File: src/rtl/creg_pkg.sv
package creg_pkg;
  typedef enum logic [2:0] {
    ST_OPC,
    ST_WADDR,
    ST_RADDR,
    ST_WDATA,
    ST_RDATA,
    ST_SKIP
  } creg_state_e;
endpackage

File: src/rtl/spi_pin_sync.sv
module spi_pin_sync #(
  parameter int SYNC = 2
) (
  input  logic clk,
  input  logic rst,
  input  logic sck,
  input  logic cs_n,
  input  logic mosi,
  output logic sck_rise,
  output logic sck_fall,
  output logic cs_act,
  output logic cs_rise,
  output logic mosi_s
);
  logic [SYNC:0]   sck_p;
  logic [SYNC:0]   cs_p;
  logic [SYNC-1:0] mosi_p;

  always_ff @(posedge clk) begin
    if (rst) begin
      sck_p  <= '0;
      cs_p   <= '1;
      mosi_p <= '0;
    end else begin
      sck_p  <= {sck_p[SYNC-1:0], sck};
      cs_p   <= {cs_p[SYNC-1:0], cs_n};
      mosi_p <= {mosi_p[SYNC-2:0], mosi};
    end
  end

  assign sck_rise = sck_p[SYNC-1] & ~sck_p[SYNC];
  assign sck_fall = ~sck_p[SYNC-1] & sck_p[SYNC];
  assign cs_act   = ~cs_p[SYNC-1];
  assign cs_rise  = cs_p[SYNC-1] & ~cs_p[SYNC];
  assign mosi_s   = mosi_p[SYNC-1];
endmodule

File: src/rtl/spi_byte_shifter.sv
module spi_byte_shifter #(
  parameter int DW = 8
) (
  input  logic          clk,
  input  logic          rst,
  input  logic          cs_act,
  input  logic          sck_rise,
  input  logic          sck_fall,
  input  logic          mosi_s,
  input  logic          tx_load,
  input  logic [DW-1:0] tx_byte,
  output logic [DW-1:0] rx_byte,
  output logic          rx_done,
  output logic          miso
);
  localparam int BW = $clog2(DW);

  logic [BW-1:0] bit_cnt;
  logic [DW-1:0] rx_sr;
  logic [DW-1:0] tx_sr;

  always_ff @(posedge clk) begin
    if (rst || !cs_act) begin
      bit_cnt <= '0;
    end else if (sck_rise) begin
      bit_cnt <= (bit_cnt == BW'(DW-1)) ? '0 : bit_cnt + 1'b1;
    end
  end

  always_ff @(posedge clk) begin
    if (rst) begin
      rx_sr <= '0;
    end else if (cs_act && sck_rise) begin
      rx_sr <= {rx_sr[DW-2:0], mosi_s};
    end
  end

  // Shift only inside a byte: the falling edge right after a byte boundary
  // must keep the freshly loaded MSB on the line.
  always_ff @(posedge clk) begin
    if (rst) begin
      tx_sr <= '0;
    end else if (tx_load) begin
      tx_sr <= tx_byte;
    end else if (cs_act && sck_fall && bit_cnt != '0) begin
      tx_sr <= {tx_sr[DW-2:0], 1'b0};
    end
  end

  assign rx_byte = {rx_sr[DW-2:0], mosi_s};
  assign rx_done = cs_act && sck_rise && (bit_cnt == BW'(DW-1));
  assign miso    = tx_sr[DW-1];

  assert_load_msb_R9: assert property (@(posedge clk) disable iff (rst)
    tx_load |=> (miso == $past(tx_byte[DW-1])));
  assert_byte_wrap_R6: assert property (@(posedge clk) disable iff (rst)
    !cs_act |=> (rx_done == 1'b0));
endmodule

File: src/rtl/creg_seq.sv
module creg_seq
  import creg_pkg::*;
#(
  parameter int NREGS = 30,
  parameter int DW    = 8,
  parameter int AW    = 5,
  parameter int WR_OP = 'h12,
  parameter int RD_OP = 'h13
) (
  input  logic          clk,
  input  logic          rst,
  input  logic          cs_act,
  input  logic          cs_rise,
  input  logic          rx_done,
  input  logic [DW-1:0] rx_byte,
  input  logic          wel_set,
  input  logic          wel_clr,
  output logic          wel,
  output logic          rf_we,
  output logic [AW-1:0] rf_waddr,
  output logic [DW-1:0] rf_wdata,
  output logic          rf_re,
  output logic [AW-1:0] rf_raddr,
  output logic          tx_load,
  output logic          miso_oe,
  output logic          op_valid,
  output logic [DW-1:0] op_code
);
  creg_state_e   state;
  logic [AW-1:0] ptr;
  logic [AW-1:0] start_a;
  logic          wr_seen;

  function automatic logic [AW-1:0] nxt(input logic [AW-1:0] a);
    return (a == AW'(NREGS-1)) ? '0 : a + 1'b1;
  endfunction

  always_comb start_a = (rx_byte < DW'(NREGS)) ? rx_byte[AW-1:0] : '0;

  always_ff @(posedge clk) begin
    if (rst) begin
      wel <= 1'b0;
    end else if (wel_clr || (cs_rise && wr_seen)) begin
      wel <= 1'b0;
    end else if (wel_set) begin
      wel <= 1'b1;
    end
  end

  always_ff @(posedge clk) begin
    if (rst) begin
      state    <= ST_OPC;
      ptr      <= '0;
      wr_seen  <= 1'b0;
      rf_we    <= 1'b0;
      rf_waddr <= '0;
      rf_wdata <= '0;
      rf_re    <= 1'b0;
      rf_raddr <= '0;
      tx_load  <= 1'b0;
      miso_oe  <= 1'b0;
      op_valid <= 1'b0;
      op_code  <= '0;
    end else begin
      rf_we    <= 1'b0;
      rf_re    <= 1'b0;
      op_valid <= 1'b0;
      tx_load  <= rf_re;
      miso_oe  <= cs_act && (state == ST_RDATA);
      if (!cs_act) begin
        state   <= ST_OPC;
        wr_seen <= 1'b0;
      end else if (rx_done) begin
        case (state)
          ST_OPC: begin
            if (rx_byte == DW'(WR_OP)) begin
              state   <= ST_WADDR;
              wr_seen <= 1'b1;
            end else if (rx_byte == DW'(RD_OP)) begin
              state <= ST_RADDR;
            end else begin
              op_valid <= 1'b1;
              op_code  <= rx_byte;
              state    <= ST_SKIP;
            end
          end
          ST_WADDR: begin
            ptr   <= start_a;
            state <= ST_WDATA;
          end
          ST_RADDR: begin
            rf_re    <= 1'b1;
            rf_raddr <= start_a;
            ptr      <= nxt(start_a);
            state    <= ST_RDATA;
          end
          ST_WDATA: begin
            if (wel) begin
              rf_we    <= 1'b1;
              rf_waddr <= ptr;
              rf_wdata <= rx_byte;
            end
            ptr <= nxt(ptr);
          end
          ST_RDATA: begin
            rf_re    <= 1'b1;
            rf_raddr <= ptr;
            ptr      <= nxt(ptr);
          end
          default: ;
        endcase
      end
    end
  end

  assert_we_gated_R3: assert property (@(posedge clk) disable iff (rst)
    rf_we |-> $past(wel));
  assert_addr_range_R4: assert property (@(posedge clk) disable iff (rst)
    (rf_we |-> (rf_waddr < AW'(NREGS))) and (rf_re |-> (rf_raddr < AW'(NREGS))));
  assert_wel_drop_R7: assert property (@(posedge clk) disable iff (rst)
    (cs_rise && wr_seen) |=> !wel);
  assert_oe_selected_R9: assert property (@(posedge clk) disable iff (rst)
    miso_oe |-> $past(cs_act));
  assert_no_we_idle_R11: assert property (@(posedge clk) disable iff (rst)
    (rf_we || op_valid) |-> $past(cs_act));
endmodule

File: src/rtl/spi_creg_port.sv
module spi_creg_port #(
  parameter int NREGS = 30,
  parameter int DW    = 8,
  parameter int SYNC  = 2,
  parameter int WR_OP = 'h12,
  parameter int RD_OP = 'h13,
  localparam int AW   = $clog2(NREGS)
) (
  input  logic          clk,
  input  logic          rst,
  input  logic          spi_sck,
  input  logic          spi_cs_n,
  input  logic          spi_mosi,
  output logic          spi_miso,
  output logic          spi_miso_oe,
  input  logic          wel_set,
  input  logic          wel_clr,
  output logic          wel,
  output logic          rf_we,
  output logic [AW-1:0] rf_waddr,
  output logic [DW-1:0] rf_wdata,
  output logic          rf_re,
  output logic [AW-1:0] rf_raddr,
  input  logic [DW-1:0] rf_rdata,
  output logic          op_valid,
  output logic [DW-1:0] op_code
);
  logic          sck_rise, sck_fall, cs_act, cs_rise, mosi_s;
  logic          rx_done, tx_load;
  logic [DW-1:0] rx_byte;

  spi_pin_sync #(.SYNC(SYNC)) sync_i (
    .clk(clk), .rst(rst), .sck(spi_sck), .cs_n(spi_cs_n), .mosi(spi_mosi),
    .sck_rise(sck_rise), .sck_fall(sck_fall), .cs_act(cs_act),
    .cs_rise(cs_rise), .mosi_s(mosi_s)
  );

  spi_byte_shifter #(.DW(DW)) shf_i (
    .clk(clk), .rst(rst), .cs_act(cs_act), .sck_rise(sck_rise),
    .sck_fall(sck_fall), .mosi_s(mosi_s), .tx_load(tx_load),
    .tx_byte(rf_rdata), .rx_byte(rx_byte), .rx_done(rx_done), .miso(spi_miso)
  );

  creg_seq #(
    .NREGS(NREGS), .DW(DW), .AW(AW), .WR_OP(WR_OP), .RD_OP(RD_OP)
  ) seq_i (
    .clk(clk), .rst(rst), .cs_act(cs_act), .cs_rise(cs_rise),
    .rx_done(rx_done), .rx_byte(rx_byte), .wel_set(wel_set),
    .wel_clr(wel_clr), .wel(wel), .rf_we(rf_we), .rf_waddr(rf_waddr),
    .rf_wdata(rf_wdata), .rf_re(rf_re), .rf_raddr(rf_raddr),
    .tx_load(tx_load), .miso_oe(spi_miso_oe), .op_valid(op_valid),
    .op_code(op_code)
  );
endmodule

File: config.mk
export PLATFORM = sky130hd
export DESIGN_NAME = spi_creg_port
export DESIGN_NICKNAME = d
export VERILOG_FILES = /design/src/rtl/creg_pkg.sv /design/src/rtl/spi_pin_sync.sv /design/src/rtl/spi_byte_shifter.sv /design/src/rtl/creg_seq.sv /design/src/rtl/spi_creg_port.sv
export SDC_FILE = /design/constraint.sdc
export NUM_CORES = 1
export LEC_CHECK = 0
export BUFFER_PORTS_ARGS = -buffer_cell sky130_fd_sc_hd__buf_2
export CORE_MARGIN = 8
export CORE_UTILIZATION = 35
export CTS_CLUSTER_DIAMETER = 100
export DETAILED_ROUTE_END_ITERATION = 10
export GPL_ROUTABILITY_DRIVEN = 0
export SLEW_MARGIN = 20
export SYNTH_ARGS = -nofsm -noshare
export SYNTH_HDL_FRONTEND = slang
export SYNTH_SLANG_ARGS = --single-unit
File: constraint.sdc
create_clock -name clk -period 1.85 [get_ports clk]
set_input_delay 0.0925 -clock clk [delete_from_list [all_inputs] [get_ports clk]]
set_output_delay 0.0925 -clock clk [all_outputs]
set_load 0.005 [all_outputs]
==> flow_metrics.py, run 1 <==
metrics = {
    "status": {
        "status": "finished, final reports clean",
    },
    "detailed_routing": {
        "drt-total-wl_um": 7700,
        "drcViolationCount": 0,
        "routed_via_density": 5.02,
        "drt_iter0_markers": 145,
        "ant_nets": 0,
        "vias": 2639,
        "firstDrtPassIters": 4,
        "wire_per_inst_um": 14.6,
    },
    "synthesis": {
        "avgSynthCellArea_um2": 8.78,
        "synth_edf_count": 0,
        "syn_nets": 353,
        "synthCells": 331,
        "synthDominantCellAreaShare_pct": 46.2,
        "ys_seq_area_share_pct": 46.2,
        "ys_ff_latch": 67,
        "synth_top_cell_by_area": "dfxtp_1",
        "yosys_warnings": 0,
        "synth_area_um2": 2910,
        "synth.distinct_cells": 52,
        "synthTopCellsByArea": "dfxtp_1 (46%), mux2i_1 (6.2%), nor2_1 (5.0%)",
        "async_reset_ff_share_pct": 0,
        "synth_top_flop_cell": "dfxtp_1",
    },
    "worst_setup_path": {
        "crit_required_ns": 2.10,
        "reg2reg_depth": 7,
        "cp_slowest_cell": "dfxtp_4",
        "critPathCaptureType": "register",
        "r2r_setup_slack_ns": 0.01,
        "cpPeakStageDelay_ns": 0.36,
        "r2r_start": "shf_i.rx_sr[3]$_SDFFE_PP0P_",
        "worstPathMaxFanout": 4,
        "critical_path_class": "reg -> reg",
        "cp.arrival_ns": 2.09,
        "r2r_end": "seq_i.ptr[3]$_SDFFE_PP0P_",
        "crit_path_start_kind": "register",
        "path_cells": "nand4_1 -> nand3_2 -> inv_2 -> ha_2 -> and4b_2 -> a221o_1 -> a311oi_1",
        "startpoint": "shf_i.rx_sr[3]$_SDFFE_PP0P_",
    },
    "final_layout": {
        "utilization_pct": 48.8,
        "multi_input_area_um2": 1580,
        "seqCellArea_um2": 1350,
        "final_cell_mix": "dfxtp_1 (62), buf_2 (46), buf_4 (44)",
        "syn_to_final_growth_pct": 36.6,
        "drive_gt1_share_pct": 35.2,
        "fill_cells": 777,
        "final_common_cell": "dfxtp_1",
        "num_antenna_cells": 0,
        "nNetsFinal": 438,
    },
    "clock_network": {
        "h-tree-depth": 3,
        "clk_path_buf_depth": 2,
        "clockRootBuffer": "clkbuf_8",
        "clkSlewWorstSetupHoldPaths_ns": 0.07,
        "clock_latency_ns": 0.34,
        "cts_buffers": 9,
        "cts_tree": "yes",
        "clock_sink_count": 67,
    },
    "die": {
        "die_h_um": 107,
        "dieWidth_um": 107,
        "die_area_um2": 11500,
        "num_rows": 33,
        "ios": 47,
        "core_area_um2": 8130,
        "start_util_pct": 35.7,
    },
    "sta": {
        "tightest_slew_ns": 0.570,
        "fmax_mhz": 544,
        "tns_ns": 0,
        "layout_min_cycle_time_ns": 1.84,
        "final_max_slew_viol_count": 0,
        "slew_headroom_pct": 61.9,
        "skew_ns": 0.00877,
        "rsz0062_at_grt": "true",
        "period_share_pct": 99.4,
        "setup_viol": 0,
        "fin_ws_ns": 0.0105,
        "final_hold_viol_count": 0,
    },
    "min_path": {
        "min_from": "rf_rdata[0]",
        "min_path_cells": 3,
        "min_to": "shf_i.tx_sr[0]$_SDFFE_PP0P_",
        "min_path_type": "in -> reg",
    },
    "power": {
        "leakagePower_nw": 1.63,
        "ir_worst_vdd_mv": 0.330,
        "p_per_area_nw_per_um2": 720,
    },
    "global_route": {
        "grt_overflow": 0,
        "track_usage_pct": 13.4,
        "grt_max_degree": 33,
        "grt_first_pass_wirelength_um": 12600,
        "grt_antenna_before_repair": 0,
        "grt_pass1_vias": 2596,
    },
    "place": {
        "portBuffers": 46,
        "hpwl_um": 5300,
        "pre_cts_slack_ns": -0.153,
    },
    "job": {
        "drv_cap": 0,
    },
}
==> synthesized netlist by cell type (all sizes together), types with 2 or more instances <==
cell and number:
nor4b 2, nand4b 2, nor4 3, buf 9, inv 10, a31oi 2, a22oi 2, nand3 11
and2 2, ha 7, a21oi 28, or4b 2, or3b 2, nor3 7, a311oi 6, nand2 38
or2 2, nor2 39, a211oi 13, dfxtp 67, clkbuf 15, o21a 4, xnor2 2, nor2b 8
o21ai 7, mux2i 18, nand2b 2, nor3b 2
==> power breakdown <==
part,internal (W),switching [W]
clock,0.000761,0.000568
sequential,0.00145,0.00000517
combinational,0.0000329,0.0000412
total,0.00224,0.000614
==> final cells by class <==
type | count | area share [%]
inverter | 10 | 0.946
clock inverter | 6 | 2.24
timing repair buffer | 98 | 16.3
tap | 105 | 3.31
multi-input combinational | 230 | 39.9
clock buffer | 10 | 3.22
sequential | 67 | 34.1
==> per-layer routing <==
layer | vias up | wire [um] | track usage [%]
met3 | 11 | 358 | 3.48
met5 | - | 0 | 0
met2 | 54 | 3790 | 22.2
met4 | 0 | 137 | 6.03
li1 | 1330 | - | -
met1 | 1244 | 3410 | 16.0
==> worst max-delay path by stage <==
stage / end / cells after the start
6_report: seq_i.ptr[3]$_SDFFE_PP0P_ / 7
5_1_grt: seq_i.ptr[2]$_SDFFE_PP0P_ / 6
4_1_cts: seq_i.ptr[4]$_SDFFE_PP0P_ / 8
3_3_place_gp: seq_i.ptr[2]$_SDFFE_PP0P_ / 8
3_5_place_dp: seq_i.ptr[4]$_SDFFE_PP0P_ / 8
2_1_floorplan: seq_i.ptr[3]$_SDFFE_PP0P_ / 8
==> state kept, by name, indices dropped and copies added, names as in the netlist, 2 cells and up <==
register and flops:
seq_i.op_code 8, seq_i.ptr 5, seq_i.rf_raddr 5, seq_i.rf_waddr 5, seq_i.rf_wdata 8, seq_i.state 3
shf_i.bit_cnt 3, shf_i.rx_sr 7, shf_i.tx_sr 8, sync_i.cs_p 3, sync_i.mosi_p 2, sync_i.sck_p 3
==> worst max-delay path: cells and delay by family, from the launching register on <==
family	cells	cell delay, ns
flops	1	0.36
buf+inv	1	0.05
compound gates	2	0.60
simple gates	3	0.55
fa+ha+maj	1	0.18
==> through the flow <==
stage | hold slack [ns] | instance area (um2) | power, W | cells
floorplan | 0.171 | 2920 | 0.00152 | 331
global placement | 0.257 | 3460 | 0.00155 | 497
detailed placement | 0.273 | 3460 | 0.00155 | 497
CTS | 0.000490 | 3770 | 0.00289 | 519
global route | 0.0157 | 3970 | 0.00297 | 526
finish | 0.0116 | 3970 | 0.00286 | 526
==> kinds of logic (layout without fill, tap and decap cells) <==
family                     Yosys count  in the layout  share of synthesized area, %
xor gates and xnor gates             3              3                         0.905
AOI/OAI and AO/OA                   71             71                          16.0
muxes                               18             18                          6.20
adders and majority gates            7              7                          3.01
DFF                                 67             67                          46.2
and+or+nand+nor                    131            131                          22.6
buffers and inverters               34            124                          5.17
==> what timing repair did <==
action | 4_1_cts | 5_1_grt
cloned | 0 | 2
endpoints found under the hold margin | 4 | 0
pin swaps | 4 | 28
hold buffers | 4 | 0
gates resized for setup | 8 | 40
setup endpoints to repair | 7 | 33
buffers inserted | 2 | 5
No activity file was read; power rests on OpenSTA's default activity.
==> inputs of run 2 (changes only) <==
- SETUP_SLACK_MARGIN: default -> 0.15
==> run 2 against run 1 <==
Effect of this change: the run now ends with negative setup slack left; cell area grew 5.2%; global-route usage is 0.93 points higher; fmax decreased by 2.3%; wire length up 6.1%; largest power group is now the clock network; die area unchanged; power is 6.1% higher; hold slack worse by 0.0043 ns.
==> flow_metrics.py, run 2 (synthesis results as in run 1) <==
metrics = {
    "die": {
        "num_rows": 33,
        "die_area_um2": 11500,
        "die_h_um": 107,
        "dieWidth_um": 107,
        "core_area_um2": 8130,
        "ios": 47,
        "start_util_pct": 35.7,
    },
    "final_layout": {
        "seqCellArea_um2": 1360,
        "finalInstanceArea_um2": 4170,
        "reg_top3": "seq_i.op_code x8, seq_i.rf_wdata x8, shf_i.tx_sr x8",
        "drive_gt1_share_pct": 40.7,
        "utilization_pct": 51.3,
        "final_cell_mix": "dfxtp_1 (58), buf_2 (47), buf_4 (43)",
        "fill_cells": 772,
        "num_antenna_cells": 0,
        "multi_input_area_um2": 1670,
        "final_common_cell": "dfxtp_1",
        "syn_to_final_growth_pct": 43.6,
        "stdcell_count": 533,
        "nNetsFinal": 445,
    },
    "global_route": {
        "track_usage_pct": 14.4,
        "grt_overflow": 0,
        "grt_pass1_vias": 2766,
        "grt_max_degree": 57,
        "grt_first_pass_wirelength_um": 13300,
        "grt_antenna_before_repair": 0,
    },
    "detailed_routing": {
        "drt-total-wl_um": 8170,
        "vias": 2724,
        "drt_iter0_markers": 115,
        "drcViolationCount": 0,
        "firstDrtPassIters": 4,
        "ant_nets": 0,
        "wire_per_inst_um": 15.3,
        "routed_via_density": 5.11,
    },
    "worst_setup_path": {
        "cp.arrival_ns": 2.09,
        "reg2reg_depth": 5,
        "r2r_start": "shf_i.rx_sr[4]$_SDFFE_PP0P_",
        "r2r_setup_slack_ns": -0.03,
        "critical_path_class": "reg -> reg",
        "crit_path_start_kind": "register",
        "crit_required_ns": 2.06,
        "r2r_end": "seq_i.op_code[1]$_SDFFE_PP0P_",
        "critPathCaptureType": "register",
        "worstPathMaxFanout": 6,
    },
    "sta": {
        "rsz0062_at_grt": "true",
        "tightest_slew_ns": 0.595,
        "layout_min_cycle_time_ns": 1.88,
        "final_max_slew_viol_count": 0,
        "skew_ns": 0.00568,
        "fmax_mhz": 531,
        "period_share_pct": 102,
        "fin_ws_ns": -0.0321,
        "holdWs_ns": 0.00730,
        "final_hold_viol_count": 0,
        "setup_viol": 5,
        "slew_headroom_pct": 60.3,
    },
    "place": {
        "placed_cell_area_um2": 3490,
        "portBuffers": 46,
        "hpwl_um": 5300,
        "place_inst": 496,
    },
    "clock_network": {
        "clkSlewWorstSetupHoldPaths_ns": 0.07,
        "cts_buffers": 9,
        "clockRootBuffer": "clkbuf_8",
        "clock_sink_count": 67,
        "h-tree-depth": 3,
        "clk_path_buf_depth": 2,
        "clock_latency_ns": 0.35,
        "cts_tree": "yes",
    },
    "status": {
        "status": "complete, but fails checks",
        "violations": "negative setup slack",
    },
    "power": {
        "leakagePower_nw": 1.68,
        "ir_worst_vdd_mv": 0.370,
        "p_per_area_nw_per_um2": 726,
    },
    "min_path": {
        "min_path_cells": 3,
        "min_path_type": "in -> reg",
        "min_to": "shf_i.tx_sr[7]$_SDFFE_PP0P_",
        "min_from": "rf_rdata[7]",
    },
    "job": {
        "drv_cap": 0,
    },
}
run 2: cell count changes in the layout (fill, tap and decap cells not counted), sizes merged:
cell	delta
buf	+7
clkinvlp	-2
bufinv	+1
clkbuf	+1
clkdlybuf4s15	-1
clkinv	+1
dlygate4sd3	+1
inv	-1
run 2: power by group:
| group | internal, W | total (W) | switching, W |
|---|---|---|---|
| Clock | 0.000928 | 0.00150 | 0.000569 |
| Combinational | 0.0000388 | 0.0000820 | 0.0000433 |
| Sequential | 0.00145 | 0.00145 | 0.00000487 |
run 2: how the worst max path moves through the flow:
stage	start	to	slack, ns	cells after the start
2_1_floorplan	shf_i.rx_sr[3]$_SDFFE_PP0P_	seq_i.wr_seen$_SDFFE_PP0P_	0.06	6
3_3_place_gp	shf_i.rx_sr[6]$_SDFFE_PP0P_	seq_i.op_code[1]$_SDFFE_PP0P_	0.003	4
3_5_place_dp	shf_i.rx_sr[4]$_SDFFE_PP0P_	seq_i.ptr[4]$_SDFFE_PP0P_	-0.08	8
4_1_cts	shf_i.rx_sr[6]$_SDFFE_PP0P_	seq_i.ptr[4]$_SDFFE_PP0P_	0.02	9
5_1_grt	shf_i.rx_sr[4]$_SDFFE_PP0P_	seq_i.ptr[4]$_SDFFE_PP0P_	-0.09	9
6_report	shf_i.rx_sr[4]$_SDFFE_PP0P_	seq_i.op_code[1]$_SDFFE_PP0P_	-0.03	5
run 2: per-stage QoR:
step | setup TNS, ns | setup slack (ns) | total power, W
after global routing | -0.517 | -0.0888 | 0.00312
after CTS | 0 | 0.0186 | 0.00305
after floorplan | 0 | 0.0624 | 0.00152
after detailed placement | -0.145 | -0.0822 | 0.00156
final | -0.110 | -0.0321 | 0.00303
after global placement | 0 | 0.00254 | 0.00155
run 2: final cells by class:
cell class	count	area share [%]
Multi-Input combinational cell	230	40.0
Sequential cell	67	32.5
Timing Repair Buffer	105	17.7
Clock buffer	11	3.39
Tap cell	105	3.15
Clock inverter	5	2.40
Inverter	10	0.900
run 2: per-layer routing:
layer / track usage [%] / routed length [um] / up-vias
li1: - / - / 1353
met1: 17.4 / 3740 / 1313
met2: 24.0 / 3990 / 49
met3: 3.96 / 343 / 9
met4: 4.62 / 102 / 0
met5: 0 / 0 / -
run 2: critical path, cell delays in order (launching register included):
cell	delay, ns
dfxtp_4	0.36
buf_4	0.14
or4b_4	0.50
or4b_4	0.56
a21oi_2	0.14
nor3_1	0.05
run 2: what timing repair did:
item,in CTS,in global routing
hold buffers,5,0
endpoints found under the hold margin,5,0
resized for setup,42,30
gates cloned,1,1
setup endpoints to repair,35,34
buffers inserted,6,8
pin swaps,24,10
==> inputs of run 3 (changes only) <==
- CTS_CLUSTER_SIZE: default -> 10
- clock period: 1.85 -> 1.7 ns (I/O delays scaled with it)
==> run 3 against run 2 <==
Effect of this change: the run still ends with negative setup slack left; cell count up 2.6%; fmax up 0.87%; global-route usage up 0.66 points; via count up 1.7%; hold slack better by 0.013 ns.
==> flow_metrics.py, run 3 (synthesis results as in run 1) <==
metrics = {
    "status": {
        "status": "complete, but fails checks",
        "violations": "negative setup slack",
    },
    "worst_setup_path": {
        "crit_required_ns": 1.91,
        "crit_path_start_kind": "register",
        "critical_path_class": "reg -> reg",
        "worstPathMaxFanout": 6,
        "cp.arrival_ns": 2.08,
        "critPathCaptureType": "register",
    },
    "clock_network": {
        "clkSlewWorstSetupHoldPaths_ns": 0.08,
        "clockRootBuffer": "clkbuf_8",
        "clock_latency_ns": 0.34,
        "cts_buffers": 9,
        "h-tree-depth": 3,
        "clk_path_buf_depth": 2,
        "clock_sink_count": 67,
        "cts_tree": "yes",
    },
    "sta": {
        "slew_headroom_pct": 59.6,
        "fmax_mhz": 536,
        "skew_ns": 0.00880,
        "tightest_slew_ns": 0.606,
        "final_hold_viol_count": 0,
        "rsz0062_at_grt": "true",
        "layout_min_cycle_time_ns": 1.87,
        "tns_ns": -1.90,
        "period_share_pct": 110,
        "setup_viol": 27,
        "fin_ws_ns": -0.166,
        "final_max_slew_viol_count": 0,
    },
    "power": {
        "p_clk_share_pct": 42.8,
        "sw_frac_of_total_pct": 23.8,
        "p_per_area_nw_per_um2": 680,
        "p_switching_w": 0.000697,
        "leakagePower_nw": 1.71,
        "seq_power_share_pct": 54.0,
        "power_w": 0.00293,
        "ir_worst_vdd_mv": 0.373,
        "p_comb_share_pct": 3.2,
        "p_int_w": 0.00223,
    },
    "final_layout": {
        "seqCellArea_um2": 1350,
        "stdcell_count": 547,
        "final_common_cell": "dfxtp_1",
        "fill_cells": 753,
        "final_cell_mix": "dfxtp_1 (60), buf_4 (50), buf_2 (46)",
        "syn_to_final_growth_pct": 48.2,
        "nNetsFinal": 459,
        "num_antenna_cells": 0,
        "multi_input_area_um2": 1760,
        "finalInstanceArea_um2": 4310,
        "drive_gt1_share_pct": 43.7,
        "reg_top3": "seq_i.op_code x8, seq_i.rf_wdata x8, shf_i.tx_sr x8",
    },
    "global_route": {
        "grt_overflow": 0,
        "grt_first_pass_wirelength_um": 14000,
        "grt_pass1_vias": 2812,
        "grt_max_degree": 57,
        "grt_antenna_before_repair": 0,
        "track_usage_pct": 15.0,
    },
    "die": {
        "ios": 47,
        "core_area_um2": 8130,
        "dieWidth_um": 107,
        "die_h_um": 107,
        "num_rows": 33,
        "start_util_pct": 35.7,
        "die_area_um2": 11500,
    },
    "detailed_routing": {
        "routed_via_density": 5.06,
        "ant_nets": 0,
        "drt_iter0_markers": 103,
        "drcViolationCount": 0,
        "drt-total-wl_um": 8320,
        "firstDrtPassIters": 4,
        "vias": 2769,
        "wire_per_inst_um": 15.2,
    },
    "job": {
        "drv_cap": 0,
    },
    "place": {
        "placed_cell_area_um2": 3560,
        "place_inst": 501,
        "portBuffers": 46,
        "hpwl_um": 5310,
    },
    "min_path": {
        "min_path_type": "in -> reg",
    },
}
-- run 3: cell types whose count changed in the layout (fill, tap and decap cells not counted), sizes merged --
cell | before | now
a21oi | 28 | 29
or3 | 1 | 2
bufinv | 3 | 0
inv | 10 | 11
buf | 100 | 108
dlygate4sd3 | 5 | 9
clkinv | 2 | 1
clkinvlp | 0 | 3
-- run 3: critical path, cell delays in order (launching register included) --
cell and delay (ns):
dfxtp_2 0.34, or4b_4 0.57, or4b_4 0.58, a21oi_2 0.18, nor3_1 0.06
-- run 3: power groups by stage --
stage	logic [W]	clock network, W	registers (W)
floorplan	0.0000394	0	0.00162
global placement	0.0000717	0	0.00162
detailed placement	0.0000727	0	0.00162
CTS	0.0000927	0.00130	0.00158
global route	0.000103	0.00136	0.00158
finish	0.0000941	0.00125	0.00158
-- run 3: layout make-up --
type,count,area share [%]
clock buffer,11,3.52
clock inverter,5,0.843
inverter,10,0.872
multi-input combinational,232,40.8
sequential,67,31.4
tap,105,3.05
timing repair buffer,117,19.5
-- run 3: stage by stage --
stage	util [%]	setup slack [ns]	hold slack, ns
after global placement	43.7	-0.144	0.255
after floorplan	-	-0.0876	0.164
after detailed placement	43.7	-0.178	0.255
final	52.9	-0.166	0.0203
after global routing	52.9	-0.251	0.0262
after CTS	51.2	-0.170	0.000891
-- run 3: layer usage --
| layer | GRT usage [%] | part of all wire, % | vias to the layer above |
|---|---|---|---|
| met4 | 7.54 | 2.8 | 0 |
| li1 | - | - | 1386 |
| met2 | 23.7 | 47 | 58 |
| met3 | 4.14 | 4.8 | 17 |
| met5 | 0 | 0 | - |
| met1 | 18.4 | 45 | 1308 |
-- run 3: timing repair --
| item | in CTS | in global routing |
|---|---|---|
| cloned | 5 | 0 |
| hold endpoints to repair | 8 | 0 |
| pin swaps | 28 | 26 |
| resized for setup | 49 | 31 |
| hold buffers | 9 | 0 |
| endpoints found under the setup margin | 36 | 52 |
| setup buffers | 13 | 3 |
-- run 3: path summary, 6_finish.rpt --
path	depth (start not counted)	startpoint	slack, ns	endpoint
hold reg to reg	1	sync_i.cs_p[0]$_SDFF_PP1_	0.42	sync_i.cs_p[1]$_SDFF_PP1_
hold / removal	3	rf_rdata[3]	0.02	shf_i.tx_sr[3]$_SDFFE_PP0P_
setup reg to reg	4	shf_i.rx_sr[6]$_SDFFE_PP0P_	-0.17	seq_i.op_code[1]$_SDFFE_PP0P_
setup / recovery	4	shf_i.rx_sr[6]$_SDFFE_PP0P_	-0.17	seq_i.op_code[1]$_SDFFE_PP0P_
